--- src/rtl/bridge_pkg.sv ---
// Package: shared types for the atomic 16-bit access bridge.
// Assumes: one bus access per cycle, decoded into exactly one kind.
package bridge_pkg;

    // Decoded kind of the bus access present in the current cycle
    typedef enum logic [2:0] {
        ACC_NONE  = 3'd0,
        ACC_WR_HI = 3'd1,
        ACC_WR_LO = 3'd2,
        ACC_RD_HI = 3'd3,
        ACC_RD_LO = 3'd4
    } acc_kind_t;

endpackage

--- src/rtl/acc_decode.sv ---
// Module: acc_decode
// Turns the byte address and the request lines into an access kind and a
// one-hot register select. A write has priority over a read in the same
// cycle. An address past the last register decodes to ACC_NONE.
// Assumes NUM_REGS >= 2, so the address has at least two bits.
module acc_decode
    import bridge_pkg::*;
#(
    parameter int NUM_REGS = 3,
    localparam int ADDR_W  = $clog2(2 * NUM_REGS),
    localparam int IDX_W   = ADDR_W - 1
) (
    input  logic [ADDR_W-1:0]   addr,
    input  logic                wr,
    input  logic                rd,
    output acc_kind_t           kind,
    output logic [NUM_REGS-1:0] sel
);

    logic             in_range;
    logic             is_hi;
    logic [IDX_W-1:0] idx;

    // Split the address into register index and half, and check range
    always_comb begin
        in_range = {{(32-ADDR_W){1'b0}}, addr} < 32'(2 * NUM_REGS);
        is_hi    = addr[0];
        idx      = addr[ADDR_W-1:1];
    end

    // One-hot select of the addressed register
    always_comb begin
        for (int i = 0; i < NUM_REGS; i++) begin
            sel[i] = in_range && (32'(idx) == 32'(i));
        end
    end

    // Classify the access, write taking precedence over read
    always_comb begin
        kind = ACC_NONE;
        if (in_range) begin
            if (wr) begin
                kind = is_hi ? ACC_WR_HI : ACC_WR_LO;
            end else if (rd) begin
                kind = is_hi ? ACC_RD_HI : ACC_RD_LO;
            end
        end
    end

endmodule

--- src/rtl/temp_byte.sv ---
// Module: temp_byte
// The single holding byte shared by all 16-bit registers. It is loaded from
// the bus on an upper-half write and from the selected register's high byte
// on a lower-half read. Otherwise it holds its value.
// Assumes sel is one-hot or zero.
module temp_byte
    import bridge_pkg::*;
#(
    parameter int NUM_REGS = 3,
    parameter int DATA_W   = 8
) (
    input  logic                       clk,
    input  logic                       rst_n,
    input  acc_kind_t                  kind,
    input  logic [NUM_REGS-1:0]        sel,
    input  logic [DATA_W-1:0]          wdata,
    input  logic [NUM_REGS*DATA_W-1:0] reg_hi,
    output logic [DATA_W-1:0]          temp_q
);

    logic [DATA_W-1:0] hi_pick;

    // OR-mux the high byte of the selected register
    always_comb begin
        hi_pick = '0;
        for (int i = 0; i < NUM_REGS; i++) begin
            if (sel[i]) hi_pick = hi_pick | reg_hi[i*DATA_W +: DATA_W];
        end
    end

    // Update the holding byte on upper-half writes and lower-half reads
    always_ff @(posedge clk) begin
        if (!rst_n) begin
            temp_q <= '0;
        end else begin
            case (kind)
                ACC_WR_HI: temp_q <= wdata;
                ACC_RD_LO: temp_q <= hi_pick;
                default:   temp_q <= temp_q;
            endcase
        end
    end

    AST_TEMP_HOLD: assert property (@(posedge clk) disable iff (!rst_n)
        (kind == ACC_NONE || kind == ACC_RD_HI || kind == ACC_WR_LO) |=> $stable(temp_q));
    AST_TEMP_LOAD: assert property (@(posedge clk) disable iff (!rst_n)
        (kind == ACC_WR_HI) |=> (temp_q == $past(wdata)));

endmodule

--- src/rtl/rd_path.sv ---
// Module: rd_path
// Builds the read byte. A lower-half read returns the live low byte. An
// upper-half read returns the holding byte for registers flagged in LIVE_MASK
// (they change on their own) and the register's high byte for the others.
// Anything else reads as zero.
module rd_path
    import bridge_pkg::*;
#(
    parameter int                  NUM_REGS  = 3,
    parameter int                  DATA_W    = 8,
    parameter logic [NUM_REGS-1:0] LIVE_MASK = 3'b001
) (
    input  acc_kind_t                  kind,
    input  logic [NUM_REGS-1:0]        sel,
    input  logic [NUM_REGS*DATA_W-1:0] reg_hi,
    input  logic [NUM_REGS*DATA_W-1:0] reg_lo,
    input  logic [DATA_W-1:0]          temp_q,
    output logic [DATA_W-1:0]          rdata
);

    logic [DATA_W-1:0] lo_pick;
    logic [DATA_W-1:0] hi_pick;
    logic              is_live;

    // Select both halves of the addressed register
    always_comb begin
        lo_pick = '0;
        hi_pick = '0;
        for (int i = 0; i < NUM_REGS; i++) begin
            if (sel[i]) begin
                lo_pick = lo_pick | reg_lo[i*DATA_W +: DATA_W];
                hi_pick = hi_pick | reg_hi[i*DATA_W +: DATA_W];
            end
        end
        is_live = |(sel & LIVE_MASK);
    end

    // Route the read byte according to access kind
    always_comb begin
        case (kind)
            ACC_RD_LO: rdata = lo_pick;
            ACC_RD_HI: rdata = is_live ? temp_q : hi_pick;
            default:   rdata = '0;
        endcase
    end

endmodule

--- src/rtl/atomic16_bridge.sv ---
// Module: atomic16_bridge (top)
// Joins 8-bit bus accesses into atomic 16-bit transfers through one shared
// holding byte. Register i occupies byte addresses 2i (low) and 2i+1 (high).
// Assumes the external register file loads wr_data at the clock edge that
// ends a cycle with its wr_stb bit high, and that reg_q shows current values.
module atomic16_bridge
    import bridge_pkg::*;
#(
    parameter int                  NUM_REGS  = 3,
    parameter int                  DATA_W    = 8,
    parameter logic [NUM_REGS-1:0] LIVE_MASK = 3'b001,
    localparam int                 ADDR_W    = $clog2(2 * NUM_REGS),
    localparam int                 WORD_W    = 2 * DATA_W
) (
    input  logic                       clk,
    input  logic                       rst_n,
    input  logic [ADDR_W-1:0]          bus_addr,
    input  logic                       bus_wr,
    input  logic                       bus_rd,
    input  logic [DATA_W-1:0]          bus_wdata,
    output logic [DATA_W-1:0]          bus_rdata,
    input  logic [NUM_REGS*WORD_W-1:0] reg_q,
    output logic [NUM_REGS-1:0]        wr_stb,
    output logic [WORD_W-1:0]          wr_data
);

    acc_kind_t                  kind;
    logic [NUM_REGS-1:0]        sel;
    logic [DATA_W-1:0]          temp_q;
    logic [NUM_REGS*DATA_W-1:0] reg_hi;
    logic [NUM_REGS*DATA_W-1:0] reg_lo;

    // Split each 16-bit register value into its two bytes
    for (genvar g = 0; g < NUM_REGS; g++) begin : g_split
        assign reg_lo[g*DATA_W +: DATA_W] = reg_q[g*WORD_W +: DATA_W];
        assign reg_hi[g*DATA_W +: DATA_W] = reg_q[g*WORD_W + DATA_W +: DATA_W];
    end

    acc_decode #(.NUM_REGS(NUM_REGS)) u_dec (
        .addr (bus_addr),
        .wr   (bus_wr),
        .rd   (bus_rd),
        .kind (kind),
        .sel  (sel)
    );

    temp_byte #(.NUM_REGS(NUM_REGS), .DATA_W(DATA_W)) u_temp (
        .clk    (clk),
        .rst_n  (rst_n),
        .kind   (kind),
        .sel    (sel),
        .wdata  (bus_wdata),
        .reg_hi (reg_hi),
        .temp_q (temp_q)
    );

    rd_path #(.NUM_REGS(NUM_REGS), .DATA_W(DATA_W), .LIVE_MASK(LIVE_MASK)) u_rd (
        .kind   (kind),
        .sel    (sel),
        .reg_hi (reg_hi),
        .reg_lo (reg_lo),
        .temp_q (temp_q),
        .rdata  (bus_rdata)
    );

    // Commit strobe: only a lower-half write reaches the register file
    always_comb begin
        wr_stb  = (kind == ACC_WR_LO) ? sel : '0;
        wr_data = {temp_q, bus_wdata};
    end

    AST_ONE_STROBE: assert property (@(posedge clk) disable iff (!rst_n)
        $onehot0(wr_stb));
    AST_HI_WR_NO_STB: assert property (@(posedge clk) disable iff (!rst_n)
        (bus_wr && bus_addr[0]) |-> (wr_stb == '0));
    AST_IDLE_QUIET: assert property (@(posedge clk) disable iff (!rst_n)
        !bus_rd |-> (bus_rdata == '0));
    AST_WR_BEATS_RD: assert property (@(posedge clk) disable iff (!rst_n)
        (bus_wr && bus_rd) |-> (bus_rdata == '0));
    AST_UNMAPPED: assert property (@(posedge clk) disable iff (!rst_n)
        ({{(32-ADDR_W){1'b0}}, bus_addr} >= 32'(2 * NUM_REGS))
            |-> (wr_stb == '0 && bus_rdata == '0));

endmodule

--- config.mk ---
export PLATFORM = sky130hd
export DESIGN_NAME = atomic16_bridge
export DESIGN_NICKNAME = d
export VERILOG_FILES = /design/src/rtl/bridge_pkg.sv /design/src/rtl/acc_decode.sv /design/src/rtl/temp_byte.sv /design/src/rtl/rd_path.sv /design/src/rtl/atomic16_bridge.sv
export SDC_FILE = /design/constraint.sdc
export NUM_CORES = 1
export LEC_CHECK = 0
export ABC_AREA = 0
export BUFFER_PORTS_ARGS = -buffer_cell sky130_fd_sc_hd__buf_2
export CAP_MARGIN = 0
export CORE_MARGIN = 3
export CORE_UTILIZATION = 41
export DETAILED_ROUTE_END_ITERATION = 7
export GPL_TIMING_DRIVEN = 1
export PLACE_DENSITY_LB_ADDON = 0.15
export SLEW_MARGIN = 20
export SYNTH_ARGS = -nofsm -noshare
export SYNTH_HDL_FRONTEND = slang
export SYNTH_SLANG_ARGS = --single-unit
--- constraint.sdc ---
create_clock -name clk -period 2.1 [get_ports clk]
set_input_delay 0.42 -clock clk [delete_from_list [all_inputs] [get_ports clk]]
set_output_delay 0.42 -clock clk [all_outputs]
set_load 0.02 [all_outputs]
==> results.toml, run 1 <==
[clock_network]
holdBufCountCts = 0
cts_made_buffers = 3
clk_pin_slew_ns = 0.06
clk_latency_ns = 0.25
postCtsSetupBuffers = 0
h-tree-depth = 1
clock_sinks = 8
clock-root-buffer = "clkbuf_4"
post_cts_resized = 0
cts.path.max_buffers = 2
cts_tree = "yes"

[synth]
synth_ff_type = "dfxtp_1"
ys_seq_area_share_pct = 15.3
synth_area_um2 = 1050
synth_nets = 199
synth_edf_count = 0
yosysTopAreaCell = "mux2i_1"
ys_ff_latch = 8
yosysTopAreaCellShare_pct = 19.1
ys_types = 31
synth_common_cells = "20 x mux2i_1, 15 x nor2_1, 11 x a21oi_1, 11 x nand2b_1, 10 x buf_4"
synthMostInstantiatedCell = "mux2i_1"
synthCells = 136
yosys-top-cells-area = "mux2i_1 19%, dfxtp_1 15%, buf_4 7.2%, a32o_1 6.7%, nand2b_1 6.6%"
async_flop_share_pct = 0
syn_area_per_cell_um2 = 7.71
yosysWarnings = 0

[finish]
drive_above_1_share_pct = 47.7
top_regs = "u_temp.temp_q x8"
nets = 283
seqCellArea_um2 = 160
largest_register_ffs = 8
area_delta_synth_final_pct = 41.8
diodes = 0
multi_input_area_um2 = 752
nFillCells = 227
regMostFlops = "u_temp.temp_q"
final_cell_area_um2 = 1490
stdcell_count = 246

[timing]
clock.fmax_ghz = 0.513
drv_slew = 0
fin_crit_sh_pct = 92.9
worstMarginPinSlew_ns = 0.568
clock_skew_ns = 0
grt_setup_unrepaired = "false"
post-route-min-period_ns = 1.95
fin_setup_tns_ns = 0
timing.final.hold_violations = 0
setup_violations = 0
relSlewSlack_pct = 62.0

[grt]
grt_max_degree = 19
antenna_found_initial = 0
track_usage_pct = 22.7
grt_remaining_overflow = 0
grt_first_pass_wirelength_um = 5920
grt_pass1_vias = 1383

[pwr]
ir_drop_v = 0.000330
p_per_area_nw_per_um2 = 381
power.leakage_nw = 0.785

[setup_path]
cp_top_family = "buffers and inverters"
crit_top_cell = "buf_2"
path_cells = "buf_2, buf_4, mux2i_1, nor2_1, a21oi_1, o22ai_1, buf_2"
end_kind = "primary output"
critPathSlowestCell = "buf_4"
path_max_fanout = 9
startpoint_type = "primary input"
cp_data_arrival_time_ns = 1.53
required_ns = 1.68
crit_type = "primary input to primary output"
max_stage_delay_ns = 0.23
worst-path-buf-inv = 3

[drt]
finalWirelength_um = 3590
vias = 1340
avgRoutedWirePerCell_um = 14.6
first_iter_violations = 50
drc_errors = 0
dr.pass1.iters = 4
vias_per_cell = 5.45
detail-route-antenna-nets = 0

[place]
dp_hpwl_um = 2950
dpl_cell_area_um2 = 1460
numPortBuffers = 89
gp_congestion = 0.887
dp_cells = 243

[die]
dieArea_um2 = 3200
core-area_um2 = 2320
die_y_um = 56.6
initial_core_util_pct = 45.2
die_x_um = 56.6
fp-row-count = 17
ios = 90

[run_status]
status = "complete, no violations"

[job]
drv_cap = 0

[worst_hold_path]
hold_path_class = "primary input to register"
layer usage:
metal	wire (um)	up-vias	GRT usage [%]
met4	20	0	6.44
met1	1490	596	26.8
met2	1730	74	41.3
met3	347	2	4.14
met5	0	-	0
li1	-	668	-
cells in the final DEF (no fill, tap or decap), types with 6 or more instances in the layout:
cell type / synthesis / layout
a21oi_1: 11 / 11
a32o_1: 7 / 7
buf_2: 4 / 89
buf_4: 10 / 8
dfxtp_1: 8 / 8
mux2i_1: 20 / 20
nand2b_1: 11 / 11
nor2_1: 15 / 15
o211ai_1: 6 / 6
o21ai_0: 7 / 7
o22ai_1: 8 / 8
power by group:
group | switching (mW) | total [mW] | leakage [nW] | internal [mW]
combinational | 0.147 | 0.272 | 0.706 | 0.126
sequential | 0.00741 | 0.169 | 0.0655 | 0.162
clock | 0.0589 | 0.125 | 0.0138 | 0.0659
worst reg2reg max path, stage by stage (launching register included):
cell      delay [ns]
dfxtp_1         0.35
mux2i_1         0.08
a211oi_1        0.22
per-stage QoR:
step / hold WS (ns) / setup slack (ns) / utilization (%) / power [mW]
floorplan: 0.556 / 0.0990 / - / 0.341
global placement: 0.483 / 0.209 / 63.1 / 0.439
detailed placement: 0.491 / 0.144 / 63.1 / 0.444
CTS: 0.408 / 0.150 / 64.1 / 0.572
global route: 0.434 / 0.0444 / 64.1 / 0.605
finish: 0.413 / 0.149 / 64.1 / 0.566
area by class of cell:
| class | count | share of cell area, % |
|---|---|---|
| inverter | 3 | 0.758 |
| timing repair buffer | 97 | 34.0 |
| multi-input combinational | 107 | 50.6 |
| sequential | 8 | 10.8 |
| tap | 28 | 2.36 |
| clock buffer | 3 | 1.52 |
kinds of logic (layout without fill, tap and decap cells):
group,after synthesis,after routing,share of synthesized area [%]
AOI/OAI and AO/OA,49,49,32.6
buffers and inverters,21,103,13.0
DFF,8,8,15.3
muxes,20,20,19.1
and+or+nand+nor,38,38,20.0
path summary, 6_finish.rpt:
path | startpoint | endpoint | slack (ns) | depth (start not counted)
setup / recovery | bus_addr[2] | bus_rdata[5] | 0.15 | 7
hold / removal | rst_n | u_temp.temp_q[2] | 0.41 | 3
setup reg to reg | u_temp.temp_q[2] | u_temp.temp_q[2] | 1.37 | 2
hold reg to reg | u_temp.temp_q[0] | u_temp.temp_q[0] | 0.50 | 1
Power figures use the tool's default switching activity.
==> run 2, diff against run 1 <==
--- a/config.mk
+++ b/config.mk
@@ -9,7 +9,7 @@
 export BUFFER_PORTS_ARGS = -buffer_cell sky130_fd_sc_hd__buf_2
 export CAP_MARGIN = 0
 export CORE_MARGIN = 3
-export CORE_UTILIZATION = 41
+export CORE_UTILIZATION = 38
 export DETAILED_ROUTE_END_ITERATION = 7
 export GPL_TIMING_DRIVEN = 1
 export PLACE_DENSITY_LB_ADDON = 0.15
==> constraint.sdc (replaced) <==
create_clock -name clk -period 2 [get_ports clk]
set_input_delay 0.4 -clock clk [delete_from_list [all_inputs] [get_ports clk]]
set_output_delay 0.4 -clock clk [all_outputs]
set_load 0.02 [all_outputs]
==> results.toml, run 2 (synthesis gave the netlist of run 1 again) <==
[setup_path]
end_kind = "primary output"
crit_top_cell = "buf_2"
worst-path-buf-inv = 2
crit_type = "primary input to primary output"
critPathSlowestCell = "nand4b_1"
path_cells = "buf_2, nand2_1, nand4b_1, o22ai_1, buf_2"
cp_data_arrival_time_ns = 1.46
max_stage_delay_ns = 0.30
required_ns = 1.60
path_max_fanout = 8
startpoint_type = "primary input"
cp_top_family = "simple AND/OR/NAND/NOR gates"

[clock_network]
clock-root-buffer = "clkbuf_4"
post_cts_resized = 0
clk_latency_ns = 0.25
clock_sinks = 8
cts.path.max_buffers = 2
cts_tree = "yes"
clk_pin_slew_ns = 0.05
cts_made_buffers = 3
h-tree-depth = 1
holdBufCountCts = 0
postCtsSetupBuffers = 0

[drt]
first_iter_violations = 70
dr.max_layer_used = "met4"
wl_met1_um = 1420
drc_errors = 0
avgRoutedWirePerCell_um = 13.8
detail-route-antenna-nets = 0
met2_length_um = 1660
vias = 1354
met3WireLength_um = 331
dr.pass1.iters = 4
vias_per_cell = 5.46
finalWirelength_um = 3430

[finish]
final_cell_mix = "89 x buf_2, 20 x mux2i_1, 15 x nor2_1"
drive_above_1_share_pct = 47.7
area_delta_synth_final_pct = 43.2
final_cell_area_um2 = 1500
top_regs = "u_temp.temp_q x8"
largest_register_ffs = 8
regMostFlops = "u_temp.temp_q"
seqCellArea_um2 = 160
stdcell_count = 248
nets = 283
multi_input_area_um2 = 752
nFillCells = 251
final_common_cell = "buf_2"
diodes = 0

[timing]
drv_slew = 0
setup_slack_ns = 0.142
setup_violations = 0
fin_setup_tns_ns = 0
relSlewSlack_pct = 64.8
post-route-min-period_ns = 1.86
grt_setup_unrepaired = "false"
fin_crit_sh_pct = 92.9
worstMarginPinSlew_ns = 0.526
clock.fmax_ghz = 0.538
clock_skew_ns = 0
timing.final.hold_violations = 0

[job]
drv_cap = 0

[pwr]
ir_drop_v = 0.000320
p_per_area_nw_per_um2 = 390
power.leakage_nw = 0.789
power_mw = 0.586

[place]
numPortBuffers = 89
pre_cts_slack_ns = 0.144
dp_hpwl_um = 2870
gp_congestion = 0.866
dp_cells = 245
dpl_cell_area_um2 = 1480

[die]
dieArea_um2 = 3430
fp-row-count = 18
core-area_um2 = 2540
die_y_um = 58.5
ios = 90
die_x_um = 58.5
initial_core_util_pct = 41.2

[grt]
grt_remaining_overflow = 0
grt_max_degree = 24
grt_first_pass_wirelength_um = 5420
grt_pass1_vias = 1248
antenna_found_initial = 0
track_usage_pct = 19.9

[run_status]
status = "complete, no violations"

[worst_hold_path]
hold_path_class = "primary input to register"
-- run 2: power by group --
group | total, mW | internal [mW] | switching (mW)
sequential | 0.178 | 0.170 | 0.00781
clock | 0.120 | 0.0685 | 0.0519
combinational | 0.288 | 0.134 | 0.153
total | 0.586 | 0.373 | 0.213
-- run 2: routing by layer --
metal | vias up | track usage, %
met5 | - | 0
met4 | 0 | 5.30
met3 | 4 | 4.82
met2 | 63 | 35.6
met1 | 618 | 23.4
li1 | 669 | -
-- run 2: final cells by class --
class,instances,share of cell area [%]
clock buffers,3,1.50
inverters,3,0.750
repair buffers,97,34.5
multi-input cells,107,50.1
well taps,30,2.50
flip-flops and latches,8,10.7
-- run 2: path summary, 6_finish.rpt --
check | slack (ns) | to | start | cells after the start
max | 0.14 | bus_rdata[2] | bus_addr[2] | 5
min | 0.43 | u_temp.temp_q[2] | rst_n | 3
max reg2reg | 1.22 | u_temp.temp_q[2] | u_temp.temp_q[2] | 2
min reg2reg | 0.49 | u_temp.temp_q[5] | u_temp.temp_q[5] | 1
-- run 2: per-stage QoR --
stage | util [%] | hold slack, ns
finish | 59.0 | 0.429
global route | 59.0 | 0.438
CTS | 59.0 | 0.416
detailed placement | 58.1 | 0.479
global placement | 58.1 | 0.478
floorplan | - | 0.536
-- run 2: tightest hold or removal path: stages --
cell and delay, ns:
buf_2 0.11, inv_1 0.07, a211oi_1 0.05
